`src/rtl/irq_opt_pkg.sv`:
```
package irq_opt_pkg;
  localparam int NVEC     = 5;
  localparam int VEC_NMI  = 0;
  localparam int VEC_1    = 1;
  localparam int VEC_2    = 2;
  localparam int VEC_3    = 3;
  localparam int VEC_4    = 4;
  localparam int LVL1_BIT = 6;
  localparam int POL2_BIT = 5;
  localparam int GEN_BIT  = 4;

  typedef enum logic {
    COND_LVL_EDGE = 1'b0,
    COND_POL_EDGE = 1'b1
  } cond_mode_e;

  typedef struct packed {
    logic lvl1;
    logic pol2;
    logic gen;
  } opt_t;
endpackage

```
`src/rtl/irq_opt_reg.sv`:
```
module irq_opt_reg
  import irq_opt_pkg::*;
#(
  parameter int AW = 8,
  parameter int DW = 8,
  parameter logic [AW-1:0] REG_ADDR = 'hC8
) (
  input  logic          clk_i,
  input  logic          rst_ni,
  input  logic          we_i,
  input  logic [AW-1:0] addr_i,
  input  logic [DW-1:0] wdata_i,
  output opt_t          opt_o
);
  logic hit;
  logic wdata_unused;

  assign hit          = we_i && (addr_i == REG_ADDR);
  assign wdata_unused = ^{wdata_i[DW-1:LVL1_BIT+1], wdata_i[GEN_BIT-1:0]};

  always_ff @(posedge clk_i or negedge rst_ni) begin
    if (!rst_ni) begin
      opt_o <= '0;
    end else if (hit) begin
      opt_o.lvl1 <= wdata_i[LVL1_BIT];
      opt_o.pol2 <= wdata_i[POL2_BIT];
      opt_o.gen  <= wdata_i[GEN_BIT];
    end
  end
endmodule

```
`src/rtl/irq_ext_cond.sv`:
```
module irq_ext_cond
  import irq_opt_pkg::*;
#(
  parameter cond_mode_e MODE = COND_LVL_EDGE
) (
  input  logic clk_i,
  input  logic rst_ni,
  input  logic raw_i,
  input  logic sel_i,   // LVL_EDGE: 1=level; POL_EDGE: 1=rising
  input  logic arm_i,
  input  logic ack_i,
  output logic req_o
);
  logic s1_q, s2_q, prev_q, pend_q;
  logic rise, fall, edge_hit, lvl_mode;

  always_ff @(posedge clk_i or negedge rst_ni) begin
    if (!rst_ni) begin
      s1_q   <= 1'b0;
      s2_q   <= 1'b0;
      prev_q <= 1'b0;
    end else begin
      s1_q   <= raw_i;
      s2_q   <= s1_q;
      prev_q <= s2_q;
    end
  end

  assign rise = s2_q & ~prev_q;
  assign fall = ~s2_q & prev_q;

  generate
    if (MODE == COND_LVL_EDGE) begin : g_lvl_edge
      assign edge_hit = rise;
      assign lvl_mode = sel_i;
    end else begin : g_pol_edge
      assign edge_hit = sel_i ? rise : fall;
      assign lvl_mode = 1'b0;
    end
  endgenerate

  always_ff @(posedge clk_i or negedge rst_ni) begin
    if (!rst_ni)               pend_q <= 1'b0;
    else if (lvl_mode)         pend_q <= 1'b0;
    else if (arm_i && edge_hit) pend_q <= 1'b1;
    else if (ack_i)            pend_q <= 1'b0;
  end

  assign req_o = arm_i & (lvl_mode ? s2_q : pend_q);
endmodule

```
`src/rtl/irq_vec_arb.sv`:
```
module irq_vec_arb #(
  parameter int N = 5
) (
  input  logic [N-1:0] pend_i,
  output logic [N-1:0] grant_o
);
  // lowest index wins
  assign grant_o = pend_i & (~pend_i + N'(1));
endmodule

```
`src/rtl/irq_option_ctrl.sv`:
```
module irq_option_ctrl
  import irq_opt_pkg::*;
#(
  parameter int AW = 8,
  parameter int DW = 8,
  parameter logic [AW-1:0] REG_ADDR = 'hC8,
  parameter int PA_W = 8,
  parameter int PB_W = 8,
  parameter int PC_W = 8
) (
  input  logic            clk_i,
  input  logic            rst_ni,
  input  logic            reg_we_i,
  input  logic [AW-1:0]   reg_addr_i,
  input  logic [DW-1:0]   reg_wdata_i,
  output logic [DW-1:0]   reg_rdata_o,
  input  logic [PA_W-1:0] pa_pin_i,
  input  logic [PA_W-1:0] pa_en_i,
  input  logic [PB_W-1:0] pb_pin_i,
  input  logic [PB_W-1:0] pb_en_i,
  input  logic [PC_W-1:0] pc_pin_i,
  input  logic [PC_W-1:0] pc_en_i,
  input  logic            nmi_i,
  input  logic            tmr_ovf_i,
  input  logic            tmr_ovf_en_i,
  input  logic            adc_eoc_i,
  input  logic            adc_eoc_en_i,
  input  logic            art_ovf_i,
  input  logic            art_ovf_en_i,
  input  logic            art_cmp_i,
  input  logic            art_cmp_en_i,
  input  logic            art_edge_i,
  input  logic            art_edge_en_i,
  input  logic            spi_eot_i,
  input  logic            spi_eot_en_i,
  input  logic [NVEC-1:0] ack_i,
  output logic [NVEC-1:0] irq_o,
  output logic            wake_o
);
  opt_t            opt_q;
  logic            src1_raw, src2_raw;
  logic            src1_req, src2_req, nmi_req;
  logic [NVEC-1:0] pend;

  irq_opt_reg #(.AW(AW), .DW(DW), .REG_ADDR(REG_ADDR)) u_reg (
    .clk_i, .rst_ni,
    .we_i(reg_we_i), .addr_i(reg_addr_i), .wdata_i(reg_wdata_i),
    .opt_o(opt_q)
  );

  assign reg_rdata_o = '0;  // write-only register

  assign src1_raw = |(pa_pin_i & pa_en_i) | |(pb_pin_i & pb_en_i);
  assign src2_raw = |(pc_pin_i & pc_en_i);

  irq_ext_cond #(.MODE(COND_LVL_EDGE)) u_src1 (
    .clk_i, .rst_ni, .raw_i(src1_raw), .sel_i(opt_q.lvl1),
    .arm_i(opt_q.gen), .ack_i(ack_i[VEC_1]), .req_o(src1_req)
  );

  irq_ext_cond #(.MODE(COND_POL_EDGE)) u_src2 (
    .clk_i, .rst_ni, .raw_i(src2_raw), .sel_i(opt_q.pol2),
    .arm_i(opt_q.gen), .ack_i(ack_i[VEC_2]), .req_o(src2_req)
  );

  irq_ext_cond #(.MODE(COND_POL_EDGE)) u_nmi (
    .clk_i, .rst_ni, .raw_i(nmi_i), .sel_i(1'b1),
    .arm_i(1'b1), .ack_i(ack_i[VEC_NMI]), .req_o(nmi_req)
  );

  assign pend[VEC_NMI] = nmi_req;
  assign pend[VEC_1]   = src1_req;
  assign pend[VEC_2]   = src2_req | (opt_q.gen & spi_eot_i & spi_eot_en_i);
  assign pend[VEC_3]   = opt_q.gen & ((art_ovf_i & art_ovf_en_i) |
                                      (art_cmp_i & art_cmp_en_i) |
                                      (art_edge_i & art_edge_en_i));
  assign pend[VEC_4]   = opt_q.gen & ((tmr_ovf_i & tmr_ovf_en_i) |
                                      (adc_eoc_i & adc_eoc_en_i));

  irq_vec_arb #(.N(NVEC)) u_arb (.pend_i(pend), .grant_o(irq_o));

  assign wake_o = opt_q.gen & |pend;
endmodule

```
`config.mk`:
```
export PLATFORM = sky130hd
export DESIGN_NAME = irq_option_ctrl
export DESIGN_NICKNAME = d
export VERILOG_FILES = /design/src/rtl/irq_opt_pkg.sv /design/src/rtl/irq_opt_reg.sv /design/src/rtl/irq_ext_cond.sv /design/src/rtl/irq_vec_arb.sv /design/src/rtl/irq_option_ctrl.sv
export SDC_FILE = /design/constraint.sdc
export NUM_CORES = 1
export LEC_CHECK = 0
export ABC_AREA = 0
export ABC_CLOCK_PERIOD_IN_PS = 1600
export BUFFER_PORTS_ARGS = -buffer_cell sky130_fd_sc_hd__buf_2
export CORE_MARGIN = 5
export CORE_UTILIZATION = 34
export CTS_CLUSTER_DIAMETER = 200
export DETAILED_ROUTE_END_ITERATION = 10
export PLACE_DENSITY = 0.85
export SLEW_MARGIN = 20
export SYNTH_ARGS = -nofsm -noshare
export SYNTH_HDL_FRONTEND = slang
export SYNTH_SLANG_ARGS = --single-unit
```
`constraint.sdc`:
```
create_clock -name clk_i -period 1.6 [get_ports clk_i]
set_clock_uncertainty 0.05 [all_clocks]
set_input_delay 0 -clock clk_i [delete_from_list [all_inputs] [get_ports clk_i]]
set_output_delay 0 -clock clk_i [all_outputs]
set_load 0.03 [all_outputs]
```
==> metrics.csv <==
metric,value,unit
status,finished clean,
clk root buf,clkbuf_4,
"EDFF count, synth",0,
syn avg cell area,11.1,um2
initial antenna violation count,0,
core region area,0.00219,mm2
compound-cell area share of the yosys netlist,19.4,%
CP peak stage delay,0.61,ns
Placer Congestion,0.846,
Site Rows,17,
DIE WIDTH,57.9,um
RSZ-0062 raised after global routing,true,
"Cell Chain, Critical Path","dlygate4sd3_1, buf_2, a221oi_1, dlygate4sd3_1, nand4_1",
maxcap violations,0,
WP data required,1.70,ns
Buf/Inv on CP,3,
VDD IR max,0.320,mV
Die Area,0.00335,mm2
sequential share of the synthesized area,48.2,%
CP dominant cell by count,dlygate4sd3_1,
drt wl/cell,13.2,um
combinational power share,29.2,%
first-pass GRT wire length,4.24,mm
largest cells by area after synthesis,"dfrtp_1 (48%), buf_4 (8.7%), a22oi_1 (4.8%)",
"Hold Vio Cnt, Final",0,
Seq cells post-synth,15,
Synth Area in Adders,0,%
H-tree depth,1,
Pint,0.635,mW
WS Path Type,in2reg,
most frequent cell after synthesis,dfrtp_1,
Syn Inst Count,70,
final net count,265,
CTS buffer count,3,
largest net degree at the start of global routing,16,
share of cells above drive strength 1,50.8,%
Yosys Warn Count,0,
Worst EP arrival,1.63,ns
clock power share,23.3,%
largest area contributor in the netlist,dfrtp_1,
Seq pwr share,47.5,%
drt first pass iters,4,
Worst-path clk slew,0.08,ns
"Slowest-stage cell, CP",dlygate4sd3_1,
routed vias,976,
Die Ht,57.9,um
crit end category,flop,
Starting Density,35.6,%
Yosys cell types,26,
Fin Setup TNS,0,ns
final core occ,67.2,%
vias in the first global route,1022,
top cell type's share of synthesized area,48.2,%
overall power,0.848,mW
Pleak,0.777,nW
maximum fanout along the worst path,1,
GRT Overall Usage,16.1,%
Sink Count,15,
Post-Place Worst Slack,0.303,ns
dpl hpwl,2.07,mm
Commonest cells post-synth,"dfrtp_1 (15), buf_4 (9), a22oi_1 (5)",
Setup-failing EPs final,0,
Hold Crit Class,in2reg,
area grow syn2layout,88.8,%
multiplexer share of the synthesized area,5.62,%
min Tclk post-route,1.53,ns
xor and xnor area share after synthesis,0,%
Max Clk Rate,653,MHz
flop2flop setup slack,0.67,ns
IO Pins,99,
GRT Residual Overflow,0,
sw power,0.213,mW
IO Port Bufs,83,
antenna cell count,0,
Startpoint Class,input pin,
CTS tree,yes,
Initial DRC Count,14,
Final Cycle Share,95.7,%
Post-CTS Setup Inserts,0,
vias per std cell,4.71,
drt total wl,2.74,mm
Synth Area in Simple Gates,15.7,%
share of synthesized registers carrying an async set or reset,100,%
Clock Tree Buf Depth,2,
hold_ws,0.0345,ns
post-route ant nets,0,
family with the most delay on the worst path,buffers and inverters,
P per Cell Area,576,mW/mm2
largest family of logic cells by synthesized area,compound AO/OA/AOI/OAI gates,
Worst-Skew Late Latency,0.27,ns
worst setup margin,0.0691,ns
ys flop type,dfrtp_1,
Residual DRC,0,
Sw Share,25.1,%
final number of max-transition violations,0,
Post-Syn Area,779,um2
==> per-layer routing <==
| metal | GRT usage [%] | part of all wire [%] |
|---|---|---|
| met1 | 14.8 | 32 |
| met5 | 0 | 0 |
| met4 | 6.95 | 2.9 |
| met2 | 28.7 | 49 |
| met3 | 9.35 | 17 |
==> worst min-delay path, cell delays in order <==
cell and delay (ns):
buf_2 0.10, nand4_2 0.09, mux2_1 0.13
==> worst paths after layout <==
path	start	to	depth (start not counted)
setup / recovery	pb_en_i[1]	u_src1.s1_q	5
hold / removal	reg_addr_i[6]	u_reg.opt_o[0]	3
setup reg to reg	u_src2.s2_q	u_src2.pend_q	3
hold reg to reg	u_src2.s1_q	u_src2.s2_q	0
max in group asynchronous	rst_ni	u_src2.prev_q	2
min in group asynchronous	rst_ni	u_src1.pend_q	2
==> power groups by stage <==
stage | sequential [mW] | combinational [mW] | clock (mW)
final | 0.403 | 0.248 | 0.197
after global routing | 0.405 | 0.270 | 0.231
after CTS | 0.403 | 0.243 | 0.207
after detailed placement | 0.411 | 0.188 | 0
after global placement | 0.409 | 0.184 | 0
after floorplan | 0.408 | 0.0969 | 0
==> what timing repair did <==
| action | in CTS | in global routing |
|---|---|---|
| gates resized for setup | 1 | 3 |
| hold endpoints to repair | 24 | 0 |
| endpoints found under the setup margin | 1 | 1 |
| hold buffers | 24 | 0 |
==> cell families (layout without fill, tap and decap cells) <==
logic type	after synthesis	in the layout
and+or+nand+nor	17	17
other	1	8
AOI/OAI and AO/OA	20	20
DFF	15	15
muxes	4	4
buffers and inverters	13	115
==> registers in the layout (all words and copies together), names as in the netlist <==
signal,count
u_nmi.pend_q,1
u_src2.s1_q,1
u_reg.opt_o,3
u_src1.prev_q,1
u_src2.s2_q,1
u_nmi.prev_q,1
u_src2.pend_q,1
u_src1.s1_q,1
u_src2.prev_q,1
u_src1.pend_q,1
u_nmi.s2_q,1
u_nmi.s1_q,1
u_src1.s2_q,1
==> cell usage in the layout (no fill, tap or decap) <==
master and count:
conb_1 8, clkbuf_1 1, buf_2 82, and4bb_1 1
buf_4 1, mux2i_2 1, nor3_4 1, nor2_1 2
a21oi_1 3, nand2_1 1, a22o_1 4, and3_1 1
nand3_2 1, nand3b_1 1, nor3b_2 1, inv_1 4
o22ai_1 2, a31oi_1 1, a222oi_1 1, nor2b_1 2
nand2b_1 1, clkbuf_4 3, a22oi_1 5, nand4_2 1
nor3_1 1, nor3b_1 1, dfrtp_1 15, a221oi_1 4
nand4_1 2, mux2_1 3, dlygate4sd3_1 24
==> area by class of cell <==
type / instances / area (um2)
Clock buffer: 4 / 26.3
Fill cell: 165 / 719
Inverter: 4 / 15.0
Multi-Input combinational cell: 49 / 362
Sequential cell: 15 / 375
Tap cell: 28 / 35.0
Timing Repair Buffer: 107 / 658
==> per-stage QoR <==
| step | cell area [um2] | instances |
|---|---|---|
| global route | 1470 | 207 |
| floorplan | 806 | 77 |
| CTS | 1460 | 207 |
| finish | 1470 | 207 |
| detailed placement | 1190 | 179 |
| global placement | 1190 | 179 |
Power figures use the tool's default switching activity.
